===== src/rtl/trace_pkg.sv =====
package trace_pkg;

   localparam int NUM_CYC = 5;

   // index order is also the type priority (lowest index wins)
   typedef enum logic [2:0] {
      CY_M1 = 3'd0,
      CY_MR = 3'd1,
      CY_MW = 3'd2,
      CY_IR = 3'd3,
      CY_IW = 3'd4
   } cyc_e;

   function automatic logic [7:0] hex_ascii(input logic [3:0] nib);
      return (nib < 4'd10) ? (8'h30 + {4'h0, nib}) : (8'h37 + {4'h0, nib});
   endfunction

   function automatic logic [15:0] kind_text(input cyc_e k);
      case (k)
         CY_M1:   return 16'h4D31;
         CY_MR:   return 16'h4D52;
         CY_MW:   return 16'h4D57;
         CY_IR:   return 16'h4952;
         default: return 16'h4957;
      endcase
   endfunction

endpackage


===== src/rtl/trace_trigger.sv =====
module trace_trigger
   import trace_pkg::*;
#(
   parameter int ADDR_W   = 16,
   parameter int PORT_W   = 8,
   parameter int OFF_PORT = 0,
   parameter int ON_PORT  = 1
) (
   input  logic               clk,
   input  logic               rst_n,
   input  logic [NUM_CYC-1:0] cyc_i,
   input  logic [NUM_CYC-1:0] sel_i,
   input  logic [ADDR_W-1:0]  addr_i,
   input  logic               idle_i,
   output logic               fire_o,
   output cyc_e               kind_o
);

   logic [NUM_CYC-1:0] prev_q;
   logic [NUM_CYC-1:0] rise;
   logic [NUM_CYC-1:0] hit;
   logic               enable_q;

   assign rise   = cyc_i & ~prev_q;
   assign hit    = rise & sel_i;
   assign fire_o = idle_i && enable_q && (|hit);

   always_comb begin
      kind_o = CY_M1;
      for (int i = NUM_CYC - 1; i >= 0; i--) begin
         if (hit[i]) kind_o = cyc_e'(3'(i));
      end
   end

   always_ff @(posedge clk) begin
      if (!rst_n) begin
         prev_q   <= '0;
         enable_q <= 1'b1;
      end else begin
         prev_q <= cyc_i;
         if (rise[CY_IW]) begin
            if (addr_i[PORT_W-1:0] == PORT_W'(OFF_PORT)) enable_q <= 1'b0;
            else if (addr_i[PORT_W-1:0] == PORT_W'(ON_PORT)) enable_q <= 1'b1;
         end
      end
   end

   // after a write to the off port, no record can start on the next clock
   p_off_port_r9: assert property (@(posedge clk) disable iff (!rst_n)
      (rise[CY_IW] && addr_i[PORT_W-1:0] == PORT_W'(OFF_PORT)) |=> !fire_o);

   // a record only starts from a selected strobe
   p_sel_only_r1: assert property (@(posedge clk) disable iff (!rst_n)
      fire_o |-> ((cyc_i & sel_i) != '0));

endmodule


===== src/rtl/trace_fmt.sv =====
module trace_fmt
   import trace_pkg::*;
#(
   parameter int ADDR_W = 16,
   parameter int DATA_W = 8,
   parameter int CHR_W  = 4
) (
   input  cyc_e              kind_i,
   input  logic [ADDR_W-1:0] addr_i,
   input  logic [DATA_W-1:0] data_i,
   input  logic [CHR_W-1:0]  chr_i,
   output logic [7:0]        char_o,
   output logic              live_o
);

   localparam int SLOTS   = 2 ** CHR_W;
   localparam int A_DIG   = ADDR_W / 4;
   localparam int D_DIG   = DATA_W / 4;
   localparam int REC_LEN = 2 + 1 + A_DIG + 1 + D_DIG + 2;
   localparam int A_POS   = 3;
   localparam int D_POS   = A_POS + A_DIG + 1;

   if (ADDR_W % 4 != 0 || DATA_W % 4 != 0) begin : g_bad_width
      $error("trace_fmt: address and data widths must be whole nibbles");
   end
   if (REC_LEN > SLOTS) begin : g_bad_slots
      $error("trace_fmt: record does not fit in the character slots");
   end

   logic [15:0] ktxt;
   logic [7:0]  rec [SLOTS];

   assign ktxt   = kind_text(kind_i);
   assign rec[0] = ktxt[15:8];
   assign rec[1] = ktxt[7:0];
   assign rec[2] = 8'h2C;

   for (genvar g = 0; g < A_DIG; g++) begin : g_adig
      assign rec[A_POS+g] = hex_ascii(addr_i[(A_DIG-1-g)*4 +: 4]);
   end

   assign rec[A_POS+A_DIG] = 8'h20;

   for (genvar g = 0; g < D_DIG; g++) begin : g_ddig
      assign rec[D_POS+g] = hex_ascii(data_i[(D_DIG-1-g)*4 +: 4]);
   end

   assign rec[REC_LEN-2] = 8'h0D;
   assign rec[REC_LEN-1] = 8'h0A;

   for (genvar g = REC_LEN; g < SLOTS; g++) begin : g_pad
      assign rec[g] = 8'hFF;
   end

   assign char_o = rec[chr_i];
   assign live_o = (32'(chr_i) < REC_LEN);

endmodule


===== src/rtl/trace_tx.sv =====
module trace_tx #(
   parameter int CHR_W     = 4,
   parameter int BIT_W     = 4,
   parameter int LAST_SLOT = 11
) (
   input  logic             clk,
   input  logic             rst_n,
   input  logic             start_i,
   input  logic             tick_i,
   input  logic [7:0]       char_i,
   input  logic             live_i,
   output logic             busy_o,
   output logic [CHR_W-1:0] chr_o,
   output logic             txd_o
);

   localparam int CW       = CHR_W + BIT_W;
   localparam int STOP_POS = 9;
   localparam logic [CW-1:0] LAST = CW'(LAST_SLOT * (2 ** BIT_W) + STOP_POS);

   if ((2 ** BIT_W) <= STOP_POS) begin : g_bad_bits
      $error("trace_tx: bit field too narrow for a start, data and stop frame");
   end

   logic [CW-1:0]    cnt_q;
   logic [BIT_W-1:0] bit_sel;

   assign chr_o   = cnt_q[CW-1:BIT_W];
   assign bit_sel = cnt_q[BIT_W-1:0];

   always_ff @(posedge clk) begin
      if (!rst_n) begin
         busy_o <= 1'b0;
         cnt_q  <= '0;
      end else if (!busy_o) begin
         cnt_q <= '0;
         if (start_i) busy_o <= 1'b1;
      end else if (tick_i) begin
         if (cnt_q == LAST) begin
            busy_o <= 1'b0;
            cnt_q  <= '0;
         end else begin
            cnt_q <= cnt_q + 1'b1;
         end
      end
   end

   always_comb begin
      txd_o = 1'b1;
      if (busy_o && live_i) begin
         if (bit_sel == '0) txd_o = 1'b0;
         else if (32'(bit_sel) <= 8) txd_o = char_i[3'(bit_sel - 1'b1)];
      end
   end

   // every character slot opens with a low start bit
   p_start_low_r7: assert property (@(posedge clk) disable iff (!rst_n)
      (busy_o && bit_sel == '0) |-> !txd_o);

   // the slot counter only moves on a baud tick
   p_hold_no_tick_r7: assert property (@(posedge clk) disable iff (!rst_n)
      (busy_o && !tick_i) |=> (busy_o && $stable(cnt_q)));

   // the tick that ends the final stop bit ends the record
   p_release_r2: assert property (@(posedge clk) disable iff (!rst_n)
      (busy_o && tick_i && cnt_q == LAST) |=> !busy_o);

   // line is high outside a record
   p_idle_high_r10: assert property (@(posedge clk) disable iff (!rst_n)
      !busy_o |-> txd_o);

endmodule


===== src/rtl/bus_trace_serializer.sv =====
module bus_trace_serializer
   import trace_pkg::*;
#(
   parameter int ADDR_W   = 16,
   parameter int DATA_W   = 8,
   parameter int PORT_W   = 8,
   parameter int OFF_PORT = 0,
   parameter int ON_PORT  = 1,
   parameter int CHR_W    = 4,
   parameter int BIT_W    = 4
) (
   input  logic              clk,
   input  logic              rst_n,
   input  logic              baud_tick,
   input  logic              cyc_m1,
   input  logic              cyc_mr,
   input  logic              cyc_mw,
   input  logic              cyc_ir,
   input  logic              cyc_iw,
   input  logic [ADDR_W-1:0] addr,
   input  logic [DATA_W-1:0] data,
   input  logic [4:0]        sw_mask,
   input  logic              mask_load,
   output logic              ready,
   output logic              txd
);

   localparam int REC_LEN = 2 + 1 + ADDR_W / 4 + 1 + DATA_W / 4 + 2;

   if (PORT_W > ADDR_W) begin : g_bad_port
      $error("bus_trace_serializer: port field wider than the address");
   end

   logic [NUM_CYC-1:0] cyc_vec;
   logic [NUM_CYC-1:0] sel_q;
   logic               fire;
   logic               busy;
   cyc_e               kind_d;
   cyc_e               kind_q;
   logic [ADDR_W-1:0]  addr_q;
   logic [DATA_W-1:0]  data_q;
   logic [CHR_W-1:0]   chr;
   logic [7:0]         chr_byte;
   logic               chr_live;

   assign cyc_vec = {cyc_iw, cyc_ir, cyc_mw, cyc_mr, cyc_m1};

   always_ff @(posedge clk) begin
      if (!rst_n) begin
         sel_q  <= '0;
         kind_q <= CY_M1;
         addr_q <= '0;
         data_q <= '0;
      end else begin
         if (mask_load) sel_q <= sw_mask;
         if (fire) begin
            kind_q <= kind_d;
            addr_q <= addr;
            data_q <= data;
         end
      end
   end

   trace_trigger #(
      .ADDR_W(ADDR_W), .PORT_W(PORT_W), .OFF_PORT(OFF_PORT), .ON_PORT(ON_PORT)
   ) i_trigger (
      .clk(clk), .rst_n(rst_n), .cyc_i(cyc_vec), .sel_i(sel_q), .addr_i(addr),
      .idle_i(!busy), .fire_o(fire), .kind_o(kind_d)
   );

   trace_fmt #(
      .ADDR_W(ADDR_W), .DATA_W(DATA_W), .CHR_W(CHR_W)
   ) i_fmt (
      .kind_i(kind_q), .addr_i(addr_q), .data_i(data_q), .chr_i(chr),
      .char_o(chr_byte), .live_o(chr_live)
   );

   trace_tx #(
      .CHR_W(CHR_W), .BIT_W(BIT_W), .LAST_SLOT(REC_LEN - 1)
   ) i_tx (
      .clk(clk), .rst_n(rst_n), .start_i(fire), .tick_i(baud_tick),
      .char_i(chr_byte), .live_i(chr_live), .busy_o(busy), .chr_o(chr),
      .txd_o(txd)
   );

   assign ready = !(busy || fire);

   // the mask only follows the switches under the load strobe
   p_mask_hold_r3: assert property (@(posedge clk) disable iff (!rst_n)
      !mask_load |=> $stable(sel_q));

   // an empty mask and no record in flight never stalls
   p_quiet_r4: assert property (@(posedge clk) disable iff (!rst_n)
      (sel_q == '0 && !busy) |-> ready);

   // captured bus values hold for the whole record
   p_capture_r8: assert property (@(posedge clk) disable iff (!rst_n)
      (busy && $past(busy)) |-> ($stable(addr_q) && $stable(data_q)));

   // the CPU is held for every clock of a record
   p_stall_r2: assert property (@(posedge clk) disable iff (!rst_n)
      busy |-> !ready);

endmodule


===== config.mk =====
export PLATFORM = sky130hd
export DESIGN_NAME = bus_trace_serializer
export DESIGN_NICKNAME = d
export VERILOG_FILES = /design/src/rtl/trace_pkg.sv /design/src/rtl/trace_trigger.sv /design/src/rtl/trace_fmt.sv /design/src/rtl/trace_tx.sv /design/src/rtl/bus_trace_serializer.sv
export SDC_FILE = /design/constraint.sdc
export NUM_CORES = 1
export LEC_CHECK = 0
export BUFFER_PORTS_ARGS = -buffer_cell sky130_fd_sc_hd__buf_2
export CELL_PAD_IN_SITES_DETAIL_PLACEMENT = 0
export CELL_PAD_IN_SITES_GLOBAL_PLACEMENT = 1
export CORE_ASPECT_RATIO = 0.8
export CORE_MARGIN = 4
export CORE_UTILIZATION = 42
export DETAILED_ROUTE_END_ITERATION = 8
export GPL_TIMING_DRIVEN = 0
export PLACE_DENSITY_LB_ADDON = 0.1
export SLEW_MARGIN = 5
export SYNTH_ARGS = -nofsm -noshare
export SYNTH_HDL_FRONTEND = slang
export SYNTH_SLANG_ARGS = --single-unit

===== constraint.sdc =====
create_clock -name clk -period 2.3 [get_ports clk]
set_input_delay 0.23 -clock clk [delete_from_list [all_inputs] [get_ports clk]]
set_output_delay 0.23 -clock clk [all_outputs]
set_load 0.05 [all_outputs]

After elaboration in Yosys (flattened, before gate mapping)
Index checks and enable logic that the tools add are counted.
- add/sub/neg operators: 14
- $lt $le $gt $ge: 10
- equal/unequal tests: 5
- mux-type cells: 27
- bitwise gates (word level): 4
- reduce and logical (&&, ||, !) cells: 13
- operator list (cell ; count):
    6-bit by 4-bit adder with 7-bit output, first input constant ; 12
    8-bit two-way mux ; 9
    11-bit one-hot mux with 4 select lines ; 1
    8-bit binary-select mux with 4-bit select ; 1
    4-bit less-than comparator, second input constant ; 7
    3-bit two-way mux ; 5
    5-bit bitwise AND ; 2
    1-bit two-way mux ; 10
    8-bit by 1-bit adder with 8-bit output, second input constant ; 1
    8-bit by 1-bit == test with 1-bit output, second input constant ; 1
    8-bit == test, second input constant ; 1
    8-bit zero test ; 1
    3-bit by 2-bit == test with 1-bit output, second input constant ; 2
    5-bit greater-or-equal comparator, second input constant ; 1
    4-bit NOT with 5-bit output ; 1
    5-bit NOT ; 1
    5-bit OR reduction ; 1
    4-bit less-or-equal comparator, second input constant ; 1
    4-bit zero test ; 1
    3-bit by 4-bit less-than comparator with 1-bit output, second input constant ; 1
    2-bit AND reduction ; 2
    1-bit binary-select mux with 3-bit select ; 1
    3-bit by 1-bit == test with 1-bit output, second input constant ; 1
    1-bit logical AND ; 3
    5 further kinds ; 6
- register bits: 47
- input port bits: 38
- output and inout port bits: 2
- logic and storage cells: 81

Longest topological paths before layout
- depth after elaboration: 10
- gate-level depth with buffers: 9
- gate-level depth less buffers: 9

By module
A second synthesis with hierarchy kept.
- cell total of the unflattened synthesis: 352
- area, all modules: 3049.2 µm²
- by module, submodules not included (module ; instances ; cells each ; area an instance (µm²) ; sequential area each (µm²)):
    bus_trace_serializer ; 1 ; 105 ; 1236.2 ; 640.6
    trace_fmt ; 1 ; 153 ; 939.7 ; 0.0
    trace_tx ; 1 ; 63 ; 576.8 ; 180.2
    trace_trigger ; 1 ; 31 ; 296.5 ; 120.1

Worst setup path before layout
Ideal clock, no wire load.
- path type: register to output
- from: register i_tx.cnt_q[4]
- to: output port txd
- data arrival time: 2.195 ns
- data required time: 2.070 ns
- path slack: -0.125 ns
- stages on the path, launching flop included: 9
- buffers on the path: 1
- cells stage by stage: dfxtp_1 > buf_6 > nand2b_4 > or4b_1 > a31o_1 > a221oi_2 > a311o_2 > a221oi_2 > o211ai_2
- cells in the longest elaborated chain, start to end: 9
- elaborated cells on any way between the ends: 11
- classes of those cells: 1 x order compare; 8 x mux; 1 x bitwise; 1 x reduce/logical
- ends and longest elaborated chain (what ; RTL line ; RTL):
    start: declaration ; trace_tx.sv:25 ; logic [CW-1:0] cnt_q;
    start signal: assignment ; trace_tx.sv:43 ; cnt_q <= cnt_q + 1'b1;
    4-bit NOT with 5-bit output (implied by the code) ; trace_fmt.sv:55 ; assign char_o = rec[chr_i];
    8-bit binary-select mux with 4-bit select ; trace_fmt.sv:55 ;
    8-bit two-way mux (implied by the code) (2 in series) ; trace_fmt.sv:55 ;
    1-bit binary-select mux with 3-bit select ; trace_tx.sv:52 ; else if (32'(bit_sel) <= 8) txd_o = char_i[3'(bit_sel - 1'b1)];
    1-bit two-way mux (implied by the code) ; trace_tx.sv:52 ;
    1-bit two-way mux ; trace_tx.sv:52 ;
    1-bit two-way mux ; trace_tx.sv:51 ; if (bit_sel == '0) txd_o = 1'b0;
    1-bit two-way mux * ; trace_tx.sv:50 ; if (busy_o && live_i) begin
    end: declaration ; bus_trace_serializer.sv:25 ; output logic txd
Mark *: on every way between the ends. The rest lies on a longest branch, timed or not. The select of a mux whose other input is x is not followed.

Worst setup path after layout
Ends and elaborated chain as after synthesis.

==> impl_metrics.yaml <==
global_routing:
  first_global_vias: 2719
  use_met2: 0.322
  gr-usage-met1: 0.291
  met3_usage: 0.0302
  grt_usage: 0.204
  grt_max_degree: 15
  grt_overflow: 0
  grt-busiest-layer: "met2"
  grt_pass1_wl_mm: 13.4
  grt_antenna_before_repair: 0
yosys:
  synth-warning-count: 0
  syn_inst: 378
  ys_async_sr_fraction: 0
  synth_flop_cell: "dfxtp_1"
  ys_seq_area_frac: 0.325
  synth-seq-cells: 47
  synth_top_area_frac: 0.325
  synth_edf_count: 0
  synth_cell_types: 53
  yosysMostFrequentCell: "nand2_1"
  syn_area_per_cell_um2: 7.66
  yosys.area.top_type: "dfxtp_1"
  syn_area_um2: 2890
  synth.area.top_cells: "dfxtp_1, nand2_1, a21boi_0"
  synth_nets: 425
  synthTopCellsByCount: "nand2_1, dfxtp_1, a21boi_0, nor2_1, a21oi_1"
placed_design:
  place_hpwl_mm: 5.76
  placed_area_um2: 3190
  gp_congestion: 0.963
  portBuffers: 36
clock_network:
  cts_max_level: 2
  cts.sinks: 47
  cts_buffers: 5
  cts_tree: "built"
  clk-insertion-delay-late_ns: 0.31
  cts_root_buf: "clkbuf_8"
  clk_pin_slew_ns: 0.10
  clock_path_buffers: 2
  cts_hold_buf: 0
status:
  violations: "setup timing"
  outcome: "finished with violations"
drt:
  drc: 0
  final_antenna_net_count: 0
  wl_per_cell_um: 15.0
  drt_iter0_drc: 204
  via_count: 2792
  first_pass_iters: 5
  wl_mm: 7.74
  vias_per_cell: 5.43
cells_and_area:
  area_delta_synth_final_pct: 22.5
  drive_above_1_share: 0.258
  n_antenna_cell: 0
  layout.nets: 477
  design_area_um2: 3550
pwr:
  ir_worst_vdd_mv: 0.302
  leakagePower_nw: 1.31
  power_w: 0.00192
  power_density_nw_per_um2: 542
worst_setup_path:
  end_kind: "output pin"
  critPathTopFamily: "compound AO/OA/AOI/OAI gates"
  crit_fanout: 6
  worstPathArrival_ns: 2.52
  worstPathBufferInverterCount: 1
  critPathLaunchType: "flop"
  cp_data_required_time_ns: 2.07
  critPathSlowestCell: "or4b_1"
  crit_type: "flop to output pin"
  slowest_delay_ns: 0.50
  path_cells: "nand2b_4 > or4b_1 > a31o_1 > a221oi_2 > a311o_2 > a221oi_4 > o211ai_4 > buf_6"
timing:
  max_freq_mhz: 364
  setup_violations: 1
  hold_viol: 0
  fin_crit_sh: 1.19
  slew_viol_final: 0
  finClkSkew_ns: 0.00488
  setup_ws_ns: -0.448
  worst_pin_slew_ns: 1.26
  relSlewSlack: 0.145
  post-route-min-period_ns: 2.75
  rsz0062_at_grt: "yes"
worst_hold_path:
  hp-class: "primary input to flop"
floorplan:
  io-pin-count: 40
  rows: 26
  core_area_um2: 6540
  die_y_um: 82.2
  fp.dieArea_um2: 8290
  die_width_um: 101
  initial_core_util: 0.443
run:
  drv_cap: 0
-- where the power goes --
part           total, W  internal, W  switching [W]
Sequential     0.000915     0.000863      0.0000520
Clock          0.000625     0.000318       0.000306
Combinational  0.000380     0.000165       0.000215
Total           0.00192      0.00135       0.000574
-- timing repair --
| action | 4_1_cts | 5_1_grt |
|---|---|---|
| endpoints found under the hold margin | 0 | 0 |
| setup buffers | 8 | 2 |
| endpoints found under the setup margin | 1 | 19 |
| gates resized for setup | 45 | 26 |
| pin swaps | 16 | 11 |
-- flip-flops by register name (all words and copies together) (netlist names) --
register,flops
addr_q,16
data_q,8
i_trigger.enable_q,1
i_trigger.prev_q,5
i_tx.busy_o,1
i_tx.cnt_q,8
kind_q,3
sel_q,5
-- per-layer routing --
layer	vias up	part of all wire
met5	-	0
met4	0	0.014
met3	10	0.051
met2	70	0.42
met1	1295	0.52
li1	1417	-
-- stage by stage --
stage	util	worst slack [ns]	TNS, ns	hold slack [ns]	cells
CTS	0.531	-0.446	-0.446	0.126	512
finish	0.542	-0.448	-0.448	0.130	514
floorplan	-	-0.0156	-0.0156	0.352	378
detailed placement	0.488	-0.321	-0.321	0.451	498
global placement	0.488	-0.317	-0.317	0.446	498
global route	0.542	-0.547	-0.547	0.133	514
-- worst paths after layout --
check,startpoint,endpoint,slack (ns),cells after the start
worst max register to register,i_tx.cnt_q[2]$_SDFFE_PN0P_,i_tx.cnt_q[3]$_SDFFE_PN0P_,0.25,4
worst min-delay path,cyc_ir,i_trigger.prev_q[3]$_SDFF_PN0_,0.13,2
worst min register to register,addr_q[8]$_SDFFE_PN0P_,addr_q[8]$_SDFFE_PN0P_,0.46,2
worst max-delay path,i_tx.cnt_q[4]$_SDFFE_PN0P_,txd,-0.45,8
-- cells by family after synthesis --
logic type,after synthesis,share of synthesized area
AOI/OAI and AO/OA,101,0.244
xor gates and xnor gates,12,0.0363
adders and majority gates,9,0.0389
buffers and inverters,38,0.0527
DFF,47,0.325
muxes,9,0.0316
and+or+nand+nor,162,0.271
-- final cells by class --
type	count	area, um^2
fill	658	2990
multi-input combinational	293	1950
sequential	47	968
timing repair buffer	46	262
tap	84	105
buffer	20	90.1
clock buffer	5	68.8
inverter	17	68.8
clock inverter	2	37.5
-- cells in the final DEF, fill, tap and decap left out, types with 3 or more instances in the layout --
master and count:
inv_2 9, nand2_1 71, nor2b_1 15, nand4_1 5, mux2i_1 8, nor2_1 27, clkbuf_1 12, buf_2 35
ha_4 4, nor3_1 5, dfxtp_2 7, a31oi_1 4, a211o_1 3, dfxtp_4 5, inv_1 7, xnor2_1 10
nand2b_1 6, o21ai_0 14, clkbuf_8 5, a21oi_1 18, a21oi_2 3, clkbuf_2 6, ha_1 4, dfxtp_1 35
a21boi_0 27, nand3_1 5, and2_1 8, o211ai_1 3, nand3b_1 5, buf_4 11
(Power assumes the default switching activity.)
